===== config.mk =====
export PLATFORM = sky130hd
export DESIGN_NAME = acc_mult_unit
export DESIGN_NICKNAME = d
export VERILOG_FILES = /design/src/rtl/acc_mult_pkg.sv /design/src/rtl/acc_mult_core.sv /design/src/rtl/acc_mult_fold.sv /design/src/rtl/acc_mult_unit.sv
export SDC_FILE = /design/constraint.sdc
export NUM_CORES = 1
export LEC_CHECK = 0
export BUFFER_PORTS_ARGS = -buffer_cell sky130_fd_sc_hd__buf_4
export CAP_MARGIN = 20
export CORE_MARGIN = 1
export CORE_UTILIZATION = 35
export CTS_CLUSTER_DIAMETER = 100
export DETAILED_ROUTE_END_ITERATION = 12
export HOLD_SLACK_MARGIN = 0.1
export PLACE_DENSITY = 0.55
export SYNTH_ARGS = -nofsm -noshare
export SYNTH_HDL_FRONTEND = slang
export SYNTH_SLANG_ARGS = --single-unit

===== constraint.sdc =====
create_clock -name clk -period 5.5 [get_ports clk]
set_clock_uncertainty 0.2 [all_clocks]
set_input_delay 0.55 -clock clk [delete_from_list [all_inputs] [get_ports clk]]
set_output_delay 0.55 -clock clk [all_outputs]
set_load 0.05 [all_outputs]

===== src/rtl/acc_mult_pkg.sv =====
package acc_mult_pkg;

   typedef enum logic [2:0] {
      OP_ACC_S  = 3'd0,
      OP_ACC_U  = 3'd1,
      OP_SUB_S  = 3'd2,
      OP_SUB_U  = 3'd3,
      OP_ACC_IM = 3'd4,
      OP_MUL_S  = 3'd5,
      OP_MUL_U  = 3'd6,
      OP_DRAIN  = 3'd7
   } acc_op_e;

   function automatic logic op_signed(input acc_op_e op);
      return (op == OP_ACC_S) || (op == OP_SUB_S) || (op == OP_ACC_IM) || (op == OP_MUL_S);
   endfunction

   function automatic logic op_is_mul(input acc_op_e op);
      return (op == OP_MUL_S) || (op == OP_MUL_U);
   endfunction

endpackage


===== src/rtl/acc_mult_core.sv =====
module acc_mult_core #(
   parameter int DW        = 32,
   parameter bit ITERATIVE = 1'b1
) (
   input  logic            clk,
   input  logic            rst_n,
   input  logic            go_i,
   input  logic [DW-1:0]   a_i,
   input  logic [DW-1:0]   b_i,
   input  logic            sgn_i,
   output logic            done_o,
   output logic [2*DW-1:0] prod_o
);
   localparam int PW = 2 * DW;

   function automatic logic [DW-1:0] magnitude(input logic [DW-1:0] x, input logic s);
      return (s && x[DW-1]) ? (~x + 1'b1) : x;
   endfunction

   logic [DW-1:0] mag_a, mag_b;
   logic [PW-1:0] part_q;
   logic          neg_q;
   logic          done_q;

   assign mag_a  = magnitude(a_i, sgn_i);
   assign mag_b  = magnitude(b_i, sgn_i);
   assign prod_o = neg_q ? (~part_q + 1'b1) : part_q;
   assign done_o = done_q;

   always_ff @(posedge clk or negedge rst_n) begin
      if (!rst_n)    neg_q <= 1'b0;
      else if (go_i) neg_q <= sgn_i & (a_i[DW-1] ^ b_i[DW-1]);
   end

   generate
      if (ITERATIVE) begin : g_iter
         localparam int CW = $clog2(DW + 1);
         logic [PW-1:0] mcand_q;
         logic [DW-1:0] mplier_q;
         logic [CW-1:0] steps_q;

         always_ff @(posedge clk or negedge rst_n) begin
            if (!rst_n) begin
               mcand_q  <= '0;
               mplier_q <= '0;
               steps_q  <= '0;
               part_q   <= '0;
               done_q   <= 1'b0;
            end else if (go_i) begin
               mcand_q  <= {{DW{1'b0}}, mag_a};
               mplier_q <= mag_b;
               steps_q  <= CW'(DW);
               part_q   <= '0;
               done_q   <= 1'b0;
            end else if (steps_q != '0) begin
               if (mplier_q[0]) part_q <= part_q + mcand_q;
               mcand_q  <= mcand_q << 1;
               mplier_q <= mplier_q >> 1;
               steps_q  <= steps_q - 1'b1;
               done_q   <= (steps_q == CW'(1));
            end else begin
               done_q   <= 1'b0;
            end
         end

         assert_go_idle_R9: assert property (@(posedge clk) disable iff (!rst_n)
            go_i |-> (steps_q == '0));
      end else begin : g_flat
         always_ff @(posedge clk or negedge rst_n) begin
            if (!rst_n) begin
               part_q <= '0;
               done_q <= 1'b0;
            end else begin
               if (go_i) part_q <= {{DW{1'b0}}, mag_a} * {{DW{1'b0}}, mag_b};
               done_q <= go_i;
            end
         end

         assert_go_idle_R9: assert property (@(posedge clk) disable iff (!rst_n)
            go_i |-> !done_q);
      end
   endgenerate

endmodule


===== src/rtl/acc_mult_fold.sv =====
module acc_mult_fold
   import acc_mult_pkg::*;
#(
   parameter int DW = 32
) (
   input  acc_op_e         op_i,
   input  logic [2*DW-1:0] acc_i,
   input  logic [2*DW-1:0] prod_i,
   input  logic            ov_i,
   input  logic            cy_i,
   output logic [2*DW-1:0] acc_o,
   output logic            ov_o,
   output logic            cy_o,
   output logic            hit_o
);
   localparam int PW = 2 * DW;

   logic [PW:0] sum_w, dif_w;
   logic        a_msb, p_msb;

   assign sum_w = {1'b0, acc_i} + {1'b0, prod_i};
   assign dif_w = {1'b0, acc_i} - {1'b0, prod_i};
   assign a_msb = acc_i[PW-1];
   assign p_msb = prod_i[PW-1];

   always_comb begin
      acc_o = acc_i;
      ov_o  = ov_i;
      cy_o  = cy_i;
      hit_o = 1'b0;
      unique case (op_i)
         OP_ACC_S, OP_ACC_IM: begin
            acc_o = sum_w[PW-1:0];
            ov_o  = (a_msb == p_msb) && (sum_w[PW-1] != a_msb);
            hit_o = ov_o;
         end
         OP_ACC_U: begin
            acc_o = sum_w[PW-1:0];
            cy_o  = sum_w[PW];
            hit_o = cy_o;
         end
         OP_SUB_S: begin
            acc_o = dif_w[PW-1:0];
            ov_o  = (a_msb != p_msb) && (dif_w[PW-1] != a_msb);
            hit_o = ov_o;
         end
         OP_SUB_U: begin
            acc_o = dif_w[PW-1:0];
            cy_o  = dif_w[PW];
            hit_o = cy_o;
         end
         OP_MUL_S, OP_MUL_U: acc_o = prod_i;
         default: ;
      endcase
   end

endmodule


===== src/rtl/acc_mult_unit.sv =====
module acc_mult_unit
   import acc_mult_pkg::*;
#(
   parameter int DW        = 32,
   parameter int IMM_W     = 16,
   parameter bit ITERATIVE = 1'b1
) (
   input  logic             clk,
   input  logic             rst_n,
   input  logic             start_i,
   input  logic [2:0]       op_i,
   input  logic [DW-1:0]    a_i,
   input  logic [DW-1:0]    b_i,
   input  logic [IMM_W-1:0] imm_i,
   input  logic             ove_i,
   output logic             busy_o,
   output logic             done_o,
   output logic [DW-1:0]    rd_o,
   output logic [2*DW-1:0]  acc_o,
   output logic             ov_o,
   output logic             cy_o,
   output logic             range_o
);
   localparam int PW = 2 * DW;

   generate
      if (DW < 2)      begin : g_bad_dw  $error("acc_mult_unit: DW must be at least 2"); end
      if (IMM_W < 1)   begin : g_bad_imm $error("acc_mult_unit: IMM_W must be at least 1"); end
      if (IMM_W > DW)  begin : g_wide    $error("acc_mult_unit: IMM_W may not exceed DW"); end
   endgenerate

   acc_op_e       op_in, op_q;
   logic [DW-1:0] imm_ext, b_sel;
   logic [PW-1:0] acc_q, prod_w, acc_nx;
   logic          ov_q, cy_q, ov_nx, cy_nx, hit_w;
   logic          busy_q, done_q, rng_q, ove_q;
   logic [DW-1:0] rd_q;
   logic          take, take_drain, go, mul_done;

   assign op_in = acc_op_e'(op_i);

   generate
      if (IMM_W < DW) begin : g_sext
         assign imm_ext = {{(DW-IMM_W){imm_i[IMM_W-1]}}, imm_i};
      end else begin : g_same
         assign imm_ext = imm_i;
      end
   endgenerate

   assign b_sel      = (op_in == OP_ACC_IM) ? imm_ext : b_i;
   assign take       = start_i && !busy_q;
   assign take_drain = take && (op_in == OP_DRAIN);
   assign go         = take && (op_in != OP_DRAIN);

   acc_mult_core #(.DW(DW), .ITERATIVE(ITERATIVE)) u_core (
      .clk    (clk),
      .rst_n  (rst_n),
      .go_i   (go),
      .a_i    (a_i),
      .b_i    (b_sel),
      .sgn_i  (op_signed(op_in)),
      .done_o (mul_done),
      .prod_o (prod_w)
   );

   acc_mult_fold #(.DW(DW)) u_fold (
      .op_i   (op_q),
      .acc_i  (acc_q),
      .prod_i (prod_w),
      .ov_i   (ov_q),
      .cy_i   (cy_q),
      .acc_o  (acc_nx),
      .ov_o   (ov_nx),
      .cy_o   (cy_nx),
      .hit_o  (hit_w)
   );

   always_ff @(posedge clk or negedge rst_n) begin
      if (!rst_n) begin
         acc_q  <= '0;
         ov_q   <= 1'b0;
         cy_q   <= 1'b0;
         busy_q <= 1'b0;
         done_q <= 1'b0;
         rng_q  <= 1'b0;
         ove_q  <= 1'b0;
         rd_q   <= '0;
         op_q   <= OP_ACC_S;
      end else begin
         done_q <= 1'b0;
         rng_q  <= 1'b0;
         if (take_drain) begin
            rd_q   <= acc_q[DW-1:0];
            acc_q  <= '0;
            done_q <= 1'b1;
         end else if (go) begin
            busy_q <= 1'b1;
            op_q   <= op_in;
            ove_q  <= ove_i;
         end
         if (mul_done) begin
            acc_q  <= acc_nx;
            ov_q   <= ov_nx;
            cy_q   <= cy_nx;
            busy_q <= 1'b0;
            done_q <= 1'b1;
            rng_q  <= ove_q & hit_w;
         end
      end
   end

   assign busy_o  = busy_q;
   assign done_o  = done_q;
   assign rd_o    = rd_q;
   assign acc_o   = acc_q;
   assign ov_o    = ov_q;
   assign cy_o    = cy_q;
   assign range_o = rng_q;

   assert_drain_clears_R8: assert property (@(posedge clk) disable iff (!rst_n)
      take_drain |=> (acc_q == '0) && done_q && !busy_q);

   assert_hold_while_busy_R9: assert property (@(posedge clk) disable iff (!rst_n)
      (busy_q && !mul_done) |=> $stable(acc_q));

   assert_core_done_busy_R9: assert property (@(posedge clk) disable iff (!rst_n)
      mul_done |-> busy_q);

   assert_range_gated_R10: assert property (@(posedge clk) disable iff (!rst_n)
      rng_q |-> (done_q && (ov_q || cy_q)));

   assert_mul_keeps_flags_R7: assert property (@(posedge clk) disable iff (!rst_n)
      (mul_done && op_is_mul(op_q)) |=> ($stable(ov_q) && $stable(cy_q) && !rng_q));

endmodule


After elaboration in Yosys (flattened, before gate mapping)
Index checks and enable logic that the tools add are counted.
- bits in latches: 0
- bits of input ports: 87
- output and inout bits: 101
- logic and storage cells: 104
- ROM bits: 0
- bits in registers: 273
- RAM bits: 0
- memories: 0
- magnitude comparators: 0
- eq/ne operators: 18
- $add $sub $neg: 7
- mux-type cells: 27
- shift operators: 0
- reduce and logical (&&, ||, !) cells: 30
- bitwise gates (word level): 7
- multiply operators: 0
- div/mod/pow operators: 0
- operators by type and width (operator ; number):
    $mux W64 ; 8
    $pmux W64 S3 ; 1
    $mux W32 ; 5
    $add A64 B64 Y65 ; 1
    $sub A64 B64 Y65 ; 1
    $add A32 B1 Y32 const B ; 2
    $add A64 B1 Y64 const B ; 1
    $add A64 B64 Y64 ; 1
    $not A32 Y32 ; 2
    $not A64 Y64 ; 1
    $eq A3 B3 Y1 const B ; 6
    $mux W6 ; 2
    $reduce_and A2 Y1 ; 6
    $reduce_bool A2 Y1 ; 6
    $eq A3 B2 Y1 const B ; 3
    $mux W1 ; 8
    $logic_and A1 B1 Y1 ; 7
    $eq A6 B1 Y1 const B ; 1
    $logic_not A3 Y1 ; 2
    $reduce_bool A6 Y1 ; 1
    $reduce_or A2 Y1 ; 3
    $sub A6 B1 Y6 const B ; 1
    $ne A4 B3 Y1 const B ; 1
    $pmux W1 S2 ; 2
    other kinds (12) ; 17

Longest topological paths before layout
Gate-level depths: netlist of the first run.
- word-level depth: 9
- mapped depth: 22
- depth with buffers taken out: 21

Cells and area by module
A second synthesis of the first run with hierarchy kept.
- cell total of the unflattened synthesis: 3694
- area, all modules: 28148.2 um^2
- modules (own cells, without submodules) (module ; sequential area each (um^2) ; area each (um^2) ; times used ; cells each):
    acc_mult_core ; 4204.0 ; 13135.1 ; 1 ; 1618
    acc_mult_fold ; 0.0 ; 10486.3 ; 1 ; 1661
    acc_mult_unit ; 2627.5 ; 4526.8 ; 1 ; 415

Worst setup path before layout of the first run
No wires, ideal clock.
- path kind: reg-to-reg
- start: reg u_core.part_q[4]
- end: reg rng_q, in the netlist range_o
- stages on the path, launching flop included: 19
- clock period less this slack: 5499 ps
- path slack: 1 ps
- arrival time: 5174 ps
- library setup time: 126 ps
- data required time: 5174 ps
- path buffers: 1
- cells stage by stage: dfrtp_1 > or4_1 > nor4_1 > nand3b_1 > or3_1 > o31ai_1 > xnor2_1 > ha_1 > clkbuf_1 > or2_2 > or3_1 > or4_1 > o2111ai_1 > a41oi_1 > o21ai_1 > a41o_1 > a21o_1 > o211ai_1 > o2bb2ai_1
- word-level cells in the longest chain between the ends: 9
- elaborated cells on any way between the ends: 14
- classes of those cells: add/sub (3); eq/ne (4); mux (3); bitwise (2); reduce/logical (2)
- RTL lines (element ; RTL line ; text):
    from (decl) ; acc_mult_core.sv:21 ; logic [PW-1:0] part_q;
    from (signal assigned) ; acc_mult_core.sv:56 ; if (mplier_q[0]) part_q <= part_q + mcand_q;
    $not A64 Y64 ; acc_mult_core.sv:27 ; assign prod_o = neg_q ? (~part_q + 1'b1) : part_q;
    $add A64 B1 Y64 ; acc_mult_core.sv:27 ;
    $mux W64 (*) ; acc_mult_core.sv:27 ;
    $sub A64 B64 Y65 / $add A64 B64 Y65 (equally long branches) ; acc_mult_fold.sv:22, acc_mult_fold.sv:21 ;
    $ne A1 B1 Y1 (on tied branches) ; acc_mult_fold.sv:44, acc_mult_fold.sv:34 ;
    $logic_and A1 B1 Y1 (on tied branches) ; acc_mult_fold.sv:44, acc_mult_fold.sv:34 ;
    $pmux W1 S4 (*) ; acc_mult_fold.sv:31 ; unique case (op_i)
    $and A1 B1 Y1 (*) ; acc_mult_unit.sv:107 ; rng_q <= ove_q & hit_w;
    $mux W1 (*) ; acc_mult_unit.sv:101 ; if (mul_done) begin
    to (signal assigned) ; acc_mult_unit.sv:107 ;
    to (decl) ; acc_mult_unit.sv:36 ; logic busy_q, done_q, rng_q, ove_q;
Every way passes the cells marked *; elsewhere a longest branch is shown, timed or not.
A chain may end at the register's enable or synchronous reset.

Worst setup path after layout of the first run
- start: reg u_core.part_q[3]
- end: reg acc_q[49], in the netlist acc_o[49]
- word-level cells in the longest chain between the ends: 6
- elaborated cells on any way between the ends: 7
- classes of those cells: add/sub (3); mux (3); bitwise (1)
- RTL lines (element ; RTL line ; text):
    $not A64 Y64 ; acc_mult_core.sv:27 ;
    $add A64 B1 Y64 ; acc_mult_core.sv:27 ;
    $mux W64 (*) ; acc_mult_core.sv:27 ;
    $sub A64 B64 Y65 / $add A64 B64 Y65 (equally long branches) ; acc_mult_fold.sv:22, acc_mult_fold.sv:21 ;
    $pmux W64 S3 (*) ; acc_mult_fold.sv:31 ;
    $mux W64 (*) ; acc_mult_unit.sv:101 ;
    to (signal assigned) ; acc_mult_unit.sv:102 ; acc_q <= acc_nx;
    to (decl) ; acc_mult_unit.sv:34 ; logic [PW-1:0] acc_q, prod_w, acc_nx;
Marked as above.

==> results.yml, run 1 <==
placed_design:
  gp_congestion: 0.991
  placed_cells: 4876
  detail_placement_hpwl_um: 73200
  io_buffers: 187
  placed_cell_area_um2: 31600
critical_path:
  worst-path-max-fanout: 4
  critical_setup_path_class: "reg -> reg"
  critical_path_data_arrival_time_ns: 5.77
  worst_setup_path_end_kind: "register"
  critPathLaunchType: "register"
  worstPathRequired_ns: 5.75
sta:
  max-slew-margin-rel: 0.361
  grt_setup_unrepaired: "yes"
  transition_time_at_the_pin_with_the_least_slew_margin_ns: 0.958
  slew_violations: 0
  report.final.hold_viol_count: 0
  final_min_period_over_clock_period: 1.00
  clock.fmax_mhz: 181
  final-setup-viol-count: 1
  final_period_minus_worst_setup_slack_ns: 5.51
  finalWorstSetupSlack_ns: -0.0135
cts:
  clock_tree.buffer_depth: 3
  cts_buffers: 37
  worst_skew_pair.late_latency_ns: 0.56
  cts.sink_count: 273
  cts-root-buf: "clkbuf_16"
  htree_num_levels: 2
  cts_tree: "done"
  path_clk_slew_ns: 0.06
logic_synthesis:
  count_of_flip_flops_with_a_built_in_enable_after_synthesis: 0
  synth_seq_cells: 273
  ys_types: 95
  synth_fp_nets: 3826
  post_synth_instance_area_um2: 26700
  async_flop_share: 1.00
  postSynthCellCount: 3533
  synth.yosys.seq_area_share: 0.256
  yosys_warnings: 0
  postSynthAreaPerCell_um2: 7.55
  synth_flop_cell: "dfrtp_1"
global_routing:
  number_of_global_route_vias_before_repair: 26433
  grt_max_degree: 118
  antenna_found_initial: 1
  track_usage: 0.243
  grt_pass1_wl_um: 151000
  global_route.overflow_total: 0
detailed_routing:
  wl_met3_um: 5610
  route.top_layer_used: "met4"
  drt-initial-drc-count: 2055
  routed_wire_length_um: 96900
  post-route-drc-count: 0
  wl_per_cell_um: 19.4
  dr_wl_met2_um: 42700
  m1WireLength_um: 46400
  first_pass_iters: 5
  drtAntennaViolNets: 0
  vias_per_cell: 5.61
  via_count: 27945
floorplanning:
  core_area_um2: 74900
  die-width_um: 278
  die-area_um2: 77300
  rows: 100
  die_h_um: 278
  floorplan.initialDensity: 0.356
  io_pins: 188
status:
  violations: "negative setup slack"
  result_of_the_run: "finished, violations left"
finish:
  drive_above_1_share: 0.246
  layout.cells.most_common_list: "607 x buf_4, 501 x nand2_1, 333 x a21oi_1"
  fin_cells: 4982
  finish.utilization: 0.465
  nets: 4278
  mostFrequentLayoutCell: "buf_4"
  areaGrowthSynthToFinish_pct: 30.6
  final_area_um2: 34800
worst_hold_path:
  hold_path_class: "in -> reg"
run:
  max_cap_violations: 0
[critical path, cell delays in order (launching register included)]
cell	delay, ns
dfrtp_1	0.38
or4_4	0.58
nor4_4	0.15
buf_4	0.16
nand3b_1	0.16
or3_4	0.43
o31ai_4	0.21
xnor2_2	0.18
buf_4	0.16
inv_1	0.03
ha_1	0.17
buf_4	0.14
o21ai_4	0.17
a2111oi_4	0.10
o211ai_1	0.40
a21oi_1	0.12
a211o_1	0.33
a311o_2	0.43
buf_6	0.13
a2111o_1	0.42
nand3_1	0.08
o211ai_1	0.08
a22o_1	0.18
[state kept, by name, indices dropped and copies added (netlist names)]
| signal | count |
|---|---|
| u_core.done_o | 1 |
| ove_q | 1 |
| range_o | 1 |
| u_core.neg_q | 1 |
| u_core.g_iter.mplier_q | 32 |
| done_o | 1 |
| acc_o | 64 |
| u_core.part_q | 64 |
| rd_o | 32 |
| u_core.g_iter.steps_q | 6 |
| u_core.g_iter.mcand_q | 64 |
| cy_o | 1 |
| op_q | 3 |
| busy_o | 1 |
| ov_o | 1 |
[Yosys cell counts (11+ instances only)]
library cell,number,share of area
xor2_1,84,0.028
o311ai_0,11,0.0036
or2_2,12,0.0028
o21ai_0,238,0.045
a211oi_1,26,0.0073
or3_1,24,0.0056
nand3_1,74,0.014
and2_1,19,0.0045
o211ai_1,19,0.0053
or4_1,25,0.0070
a31oi_1,89,0.021
nand2b_1,32,0.0075
dfrtp_1,273,0.26
o21a_1,22,0.0062
nor3_1,58,0.011
a221o_1,18,0.0068
o21bai_1,53,0.015
a211o_1,13,0.0043
nor4_1,26,0.0061
nor2b_1,35,0.0082
a21o_1,85,0.024
nand2_1,510,0.072
clkbuf_1,187,0.026
ha_1,203,0.095
o221ai_1,18,0.0059
and3_1,25,0.0059
nor2_1,282,0.040
nand4_1,31,0.0073
mux2i_1,30,0.011
xnor2_1,123,0.040
a22oi_1,25,0.0070
inv_1,158,0.022
mux2_2,33,0.014
o31ai_1,49,0.014
o22ai_1,31,0.0073
o41ai_1,25,0.0082
a21oi_1,358,0.067
a221oi_1,20,0.0066
buf_1,21,0.0030
[worst paths after layout]
check | startpoint | to | slack (ns) | cells past startpoint
min in group asynchronous | rst_n | acc_o[55] | 0.35 | 2
max in group asynchronous | rst_n | u_core.neg_q | 3.57 | 3
min | a_i[15] | u_core.g_iter.mcand_q[15] | 0.13 | 4
max reg2reg | u_core.part_q[3] | acc_o[49] | -0.01 | 22
max | u_core.part_q[3] | acc_o[49] | -0.01 | 22
min reg2reg | ove_q | ove_q | 0.28 | 2
[cell families after synthesis]
kind of cell | Yosys count | synth area share
AOI/OAI and AO/OA | 1210 | 0.293
and+or+nand+nor | 1194 | 0.205
buffers and inverters | 378 | 0.0537
DFF | 273 | 0.256
xor gates and xnor gates | 209 | 0.0692
adders and majority gates | 206 | 0.0974
muxes | 63 | 0.0252
[what timing repair did]
| action | in CTS | in global routing |
|---|---|---|
| setup buffers | 13 | 22 |
| hold buffers | 6 | 0 |
| endpoints found under the setup margin | 38 | 37 |
| endpoints found under the hold margin | 82 | 0 |
| pin swaps | 37 | 98 |
| gates resized for setup | 92 | 222 |
[stage by stage]
step                      TNS, ns  setup slack (ns)  hold slack, ns
after floorplan                 0          0.000758          0.0544
after global placement      -7.20            -0.383           0.262
after detailed placement   -12.78            -0.661           0.266
after CTS                  -0.153           -0.0751           0.102
after global routing        -1.38            -0.167           0.134
final                     -0.0135           -0.0135           0.128
[routing by layer]
layer | GRT usage | vias to the layer above
met4 | 0.0618 | 0
li1 | - | 13739
met3 | 0.0292 | 133
met1 | 0.355 | 13207
met2 | 0.377 | 866
met5 | 0 | -
[layout make-up]
cell class,instances,area [um^2]
multi-input cells,2882,20000
clock inverters,22,342
inverters,159,598
clock buffers,44,1020
flip-flops and latches,273,6830
well taps,969,1210
diodes,1,2.50
fillers,7401,40100
repair buffers,632,4870
Power of run 1 is not shown: default switching activity piles up to over one toggle a cycle in this logic, so the estimate is an artifact.
==> inputs of run 2 (changes only) <==
- clock period: 5.5 -> 5 ns (I/O delays scaled with it)
==> results.yml, run 2 (synthesized netlist as in run 1, its figures left out) <==
status:
  result_of_the_run: "finished, violations left"
  violations: "negative setup slack"
cts:
  cts-root-buf: "clkbuf_16"
  cts_tree: "done"
  htree_num_levels: 2
  cts_buffers: 37
  path_clk_slew_ns: 0.07
  cts.sink_count: 273
  worst_skew_pair.late_latency_ns: 0.57
  clock_tree.buffer_depth: 3
detailed_routing:
  wl_per_cell_um: 19.2
  routed_wire_length_um: 102000
  post-route-drc-count: 0
  via_count: 29478
  first_pass_iters: 7
  drt-initial-drc-count: 2184
  drtAntennaViolNets: 0
  vias_per_cell: 5.54
critical_path:
  worst-path-max-fanout: 5
  critical_path_data_arrival_time_ns: 5.73
  worstPathRequired_ns: 5.27
  critical_setup_path_class: "reg -> reg"
  critPathLaunchType: "register"
  worst_setup_path_end_kind: "register"
  r2r_setup_slack_ns: -0.45
floorplanning:
  floorplan.initialDensity: 0.356
  core_area_um2: 74900
  io_pins: 188
  die_h_um: 278
  rows: 100
  die-width_um: 278
  die-area_um2: 77300
finish:
  mostFrequentLayoutCell: "buf_4"
  fin_cells: 5323
  layout.cells.most_common_list: "885 x buf_4, 496 x nand2_1, 310 x a21oi_1"
  drive_above_1_share: 0.329
  areaGrowthSynthToFinish_pct: 44.4
  nets: 4620
sta:
  final_min_period_over_clock_period: 1.09
  final_period_minus_worst_setup_slack_ns: 5.45
  finalWorstSetupSlack_ns: -0.453
  transition_time_at_the_pin_with_the_least_slew_margin_ns: 1.15
  slew_violations: 0
  report.final.hold_viol_count: 0
  final-setup-viol-count: 36
  timing.hold.ws_ns: 0.121
  grt_setup_unrepaired: "yes"
  clock.fmax_mhz: 183
  max-slew-margin-rel: 0.232
global_routing:
  antenna_found_initial: 1
  busiest_layer: "met2"
  track_usage: 0.255
  global_route.overflow_total: 0
  met2_usage: 0.404
  met3_routing_resource_usage_after_global_routing: 0.0348
  number_of_global_route_vias_before_repair: 28000
  grt_max_degree: 99
  grt_use_met1: 0.362
  grt_pass1_wl_um: 159000
placed_design:
  io_buffers: 187
  pre_cts_slack_ns: -0.834
  placed_cells: 5101
  gp_congestion: 0.981
  detail_placement_hpwl_um: 76400
worst_hold_path:
  hold_path_class: "in -> reg"
run:
  max_cap_violations: 0
==> run 2: cell types whose count changed in the layout (fill, tap and decap cells not counted), moves of 15 or more <==
cell           change
a21oi_1           -23
o21ai_1           +15
dlygate4sd3_1     +28
buf_6             +35
a21oi_2           +19
o21ai_0           -42
ha_4              +20
buf_4            +278
o21ai_2           +26
==> run 2: timing repair <==
item,4_1_cts,5_1_grt
endpoints found under the hold margin,83,0
buffers inserted,92,39
gates resized for setup,331,203
pin swaps,159,121
hold buffers,34,0
endpoints found under the setup margin,49,48
==> run 2: metrics by stage <==
step	instance area [um^2]	TNS [ns]	util
after global placement	33500	-24.22	0.447
after CTS	37300	-6.75	0.498
final	38500	-9.37	0.514
after detailed placement	33500	-27.02	0.447
after floorplan	26900	-2.01	-
after global routing	38500	-16.19	0.514
==> run 2: critical path, cell delays in order, from the launching register on <==
cell	delay (ns)
dfrtp_1	0.37
or4_4	0.53
nand4bb_4	0.21
or4_4	0.47
nor2_4	0.17
nand2_2	0.09
buf_6	0.12
o41ai_4	0.34
xnor2_2	0.22
ha_4	0.34
buf_6	0.10
nor3_4	0.03
nand2_2	0.10
buf_6	0.12
nor2_2	0.03
o211ai_1	0.19
a21oi_1	0.12
a211o_1	0.34
a311o_1	0.36
buf_4	0.16
a2111o_1	0.37
nand3_1	0.08
o211ai_1	0.08
a22o_1	0.19
==> run 2: path summary, 6_finish.rpt <==
kind,startpoint,endpoint,depth (start not counted)
setup / recovery,u_core.part_q[14],acc_o[49],23
hold / removal,a_i[12],u_core.g_iter.mcand_q[12],4
setup reg to reg,u_core.part_q[14],acc_o[49],23
hold reg to reg,ove_q,ove_q,2
max in group asynchronous,rst_n,u_core.part_q[8],3
min in group asynchronous,rst_n,acc_o[52],2
==> run 2: cell type report <==
| cell class | instances | area (um^2) |
|---|---|---|
| inverters | 159 | 612 |
| well taps | 969 | 1210 |
| multi-input cells | 2882 | 21000 |
| flip-flops and latches | 273 | 6830 |
| repair buffers | 974 | 7640 |
| diodes | 1 | 2.50 |
| fillers | 7232 | 36400 |
| clock buffers | 47 | 1010 |
| clock inverters | 18 | 201 |
==> run 2: routing by layer <==
metal	share of wire	vias up
li1	-	14446
met1	0.47	13993
met2	0.45	874
met5	0	-
met3	0.060	165
met4	0.028	0
Power of run 2 is left out for the same reason.
==> inputs of run 3 (changes only) <==
- SYNTH_HIERARCHICAL: not set -> 1
==> results.yml, run 3 <==
detailed_routing:
  routed_wire_length_um: 121000
  wl_per_cell_um: 21.1
  via_count: 32193
  vias_per_cell: 5.64
  first_pass_iters: 6
  drt-initial-drc-count: 2511
  drtAntennaViolNets: 0
  post-route-drc-count: 0
logic_synthesis:
  synth_top_cell_area_share: 0.243
  async_flop_share: 1.00
  yosys_warnings: 6
  postSynthAreaPerCell_um2: 7.62
  synthMostInstantiatedCell: "nand2_1"
  postSynthCellCount: 3694
  synthDominantAreaCellType: "dfrtp_1"
  post_synth_instance_area_um2: 28100
  synth_seq_cells: 273
  synth.yosys.seq_area_share: 0.243
  synth_area_leaders: "dfrtp_1 24%, ha_1 8.8%, o21ai_0 7.6%"
  synth_fp_nets: 3981
  count_of_flip_flops_with_a_built_in_enable_after_synthesis: 0
  synth_flop_cell: "dfrtp_1"
  synth.cells.most_frequent: "461 x nand2_1, 428 x o21ai_0, 337 x a21oi_1"
  ys_types: 112
finish:
  areaGrowthSynthToFinish_pct: 49.7
  layout.cells.most_common_list: "993 x buf_4, 445 x nand2_1, 335 x o21ai_0"
  nets: 4914
  mostFrequentLayoutCell: "buf_4"
  multi_input_area_um2: 23300
  sequential_cell_area_in_the_final_layout_um2: 6840
  drive_above_1_share: 0.370
  finish.utilization: 0.532
  filler_cell_count: 7506
critical_path:
  critPathLaunchType: "register"
  worst-path-max-fanout: 3
  worst_setup_path_end_kind: "register"
  cpPeakStageDelay_ns: 0.53
  crit_chain: "or4_4, or2_4, or4_4, or3_4, or4_4, buf_4, buf_4, nand2_4, xnor2_4, inv_2, ha_4, buf_4, a21oi_1, o21ai_1, a211o_1, a21oi_2, o31ai_4, and2_1, o31a_1, o21ai_1, xnor2_1, o32ai_1, nand2_1, o21ai_0"
  cp_top_family: "simple AND/OR/NAND/NOR gates"
  critical_setup_path_class: "reg -> reg"
  critical_path_data_arrival_time_ns: 6.15
  path_buf_inv: 4
  worstPathRequired_ns: 5.22
  crit_slowest_cell: "or4_4"
global_routing:
  global_route.overflow_total: 0
  number_of_global_route_vias_before_repair: 30816
  grt_max_degree: 136
  antenna_found_initial: 2
  track_usage: 0.287
  grt_pass1_wl_um: 183000
floorplanning:
  core_area_um2: 79300
  die-area_um2: 81600
  io_pins: 188
  floorplan.initialDensity: 0.355
  die_h_um: 286
  die-width_um: 286
  rows: 103
placed_design:
  detail_placement_hpwl_um: 90700
  io_buffers: 187
  gp_congestion: 1.01
sta:
  finalWorstSetupSlack_ns: -0.935
  final_period_minus_worst_setup_slack_ns: 5.94
  final-setup-viol-count: 49
  transition_time_at_the_pin_with_the_least_slew_margin_ns: 1.14
  max-slew-margin-rel: 0.236
  report.final.hold_viol_count: 0
  final_min_period_over_clock_period: 1.19
  grt_setup_unrepaired: "yes"
  slew_violations: 0
  clock.fmax_mhz: 168
cts:
  worst_skew_pair.late_latency_ns: 0.59
  cts.sink_count: 273
  htree_num_levels: 2
  cts_tree: "done"
  cts-root-buf: "clkbuf_16"
  cts_buffers: 39
  clock_tree.buffer_depth: 3
  path_clk_slew_ns: 0.05
status:
  violations: "negative setup slack"
  result_of_the_run: "finished, violations left"
worst_hold_path:
  hold_path_class: "in -> reg"
run:
  max_cap_violations: 0
-- run 3: cell types whose count changed in the layout (fill, tap and decap cells not counted), moves of 16 or more --
cell | previous run | this run
o21ai_0 | 160 | 335
buf_4 | 885 | 993
nor2_1 | 267 | 200
a31oi_1 | 79 | 19
nand2_1 | 496 | 445
mux2i_1 | 30 | 76
xnor2_1 | 96 | 130
a21oi_1 | 310 | 277
o22ai_1 | 30 | 54
nand3_1 | 66 | 46
o21ai_1 | 47 | 66
inv_2 | 10 | 26
-- run 3: path summary, 6_finish.rpt --
path / to / start / slack [ns] / cells past startpoint
min: u_core/g_iter.mcand_q[22] / a_i[22] / 0.12 / 4
max reg2reg: acc_o[60] / u_core/part_q[29] / -0.94 / 24
max in group asynchronous: u_core/g_iter.mplier_q[21] / rst_n / 3.20 / 3
min in group asynchronous: acc_o[23] / rst_n / 0.34 / 2
min reg2reg: rd_o[13] / rd_o[13] / 0.30 / 1
max: acc_o[60] / u_core/part_q[29] / -0.94 / 24
-- run 3: logic make-up (layout without fill, tap and decap cells) --
logic type      Yosys count  count (layout)  synth area share
compound gates         1348            1348             0.301
simple gates           1112            1112             0.186
buf+inv                 387            1345            0.0545
flops                   273             273             0.243
xor+xnor                245             245            0.0762
fa+ha+maj               201             201            0.0901
mux                     128             128            0.0496
other cells               0               1                 0
-- run 3: area by class of cell --
class | instances | area share
Sequential cell | 273 | 0.162
Timing Repair Buffer | 1108 | 0.209
Clock inverter | 15 | 0.00339
Tap cell | 1050 | 0.0312
Multi-Input combinational cell | 3034 | 0.552
Inverter | 171 | 0.0156
Antenna cell | 1 | 0.0000594
Clock buffer | 51 | 0.0259
-- run 3: layer usage --
| metal | global-route usage | up-vias | routed length (um) |
|---|---|---|---|
| met3 | 0.0414 | 198 | 8310 |
| li1 | - | 15345 | - |
| met2 | 0.451 | 1133 | 53200 |
| met4 | 0.0908 | 0 | 4010 |
| met1 | 0.404 | 15517 | 55000 |
| met5 | 0 | - | 0 |
-- run 3: what timing repair did --
item | in CTS | in global routing
setup buffers | 76 | 53
setup endpoints to repair | 53 | 54
gates resized for setup | 489 | 269
hold endpoints to repair | 117 | 0
pin swaps | 132 | 156
cloned | 1 | 0
hold buffers | 37 | 0
-- run 3: tightest hold or removal path, stage by stage --
cell and delay, ns:
buf_4 0.13, xnor2_1 0.07, nand2_1 0.07, o21ai_0 0.08
-- run 3: per-stage QoR --
step | setup slack [ns] | hold slack, ns | std cells | instance area (um^2) | setup TNS [ns]
CTS | -0.876 | 0.106 | 5660 | 40600 | -22.59
detailed placement | -1.16 | 0.297 | 5485 | 36000 | -40.04
global placement | -1.12 | 0.292 | 5485 | 36000 | -36.83
finish | -0.935 | 0.122 | 5703 | 42100 | -24.26
global route | -1.08 | 0.163 | 5702 | 42100 | -33.12
floorplan | -0.714 | 0.00441 | 3694 | 28300 | -8.37
Power of run 3 is left out for the same reason.
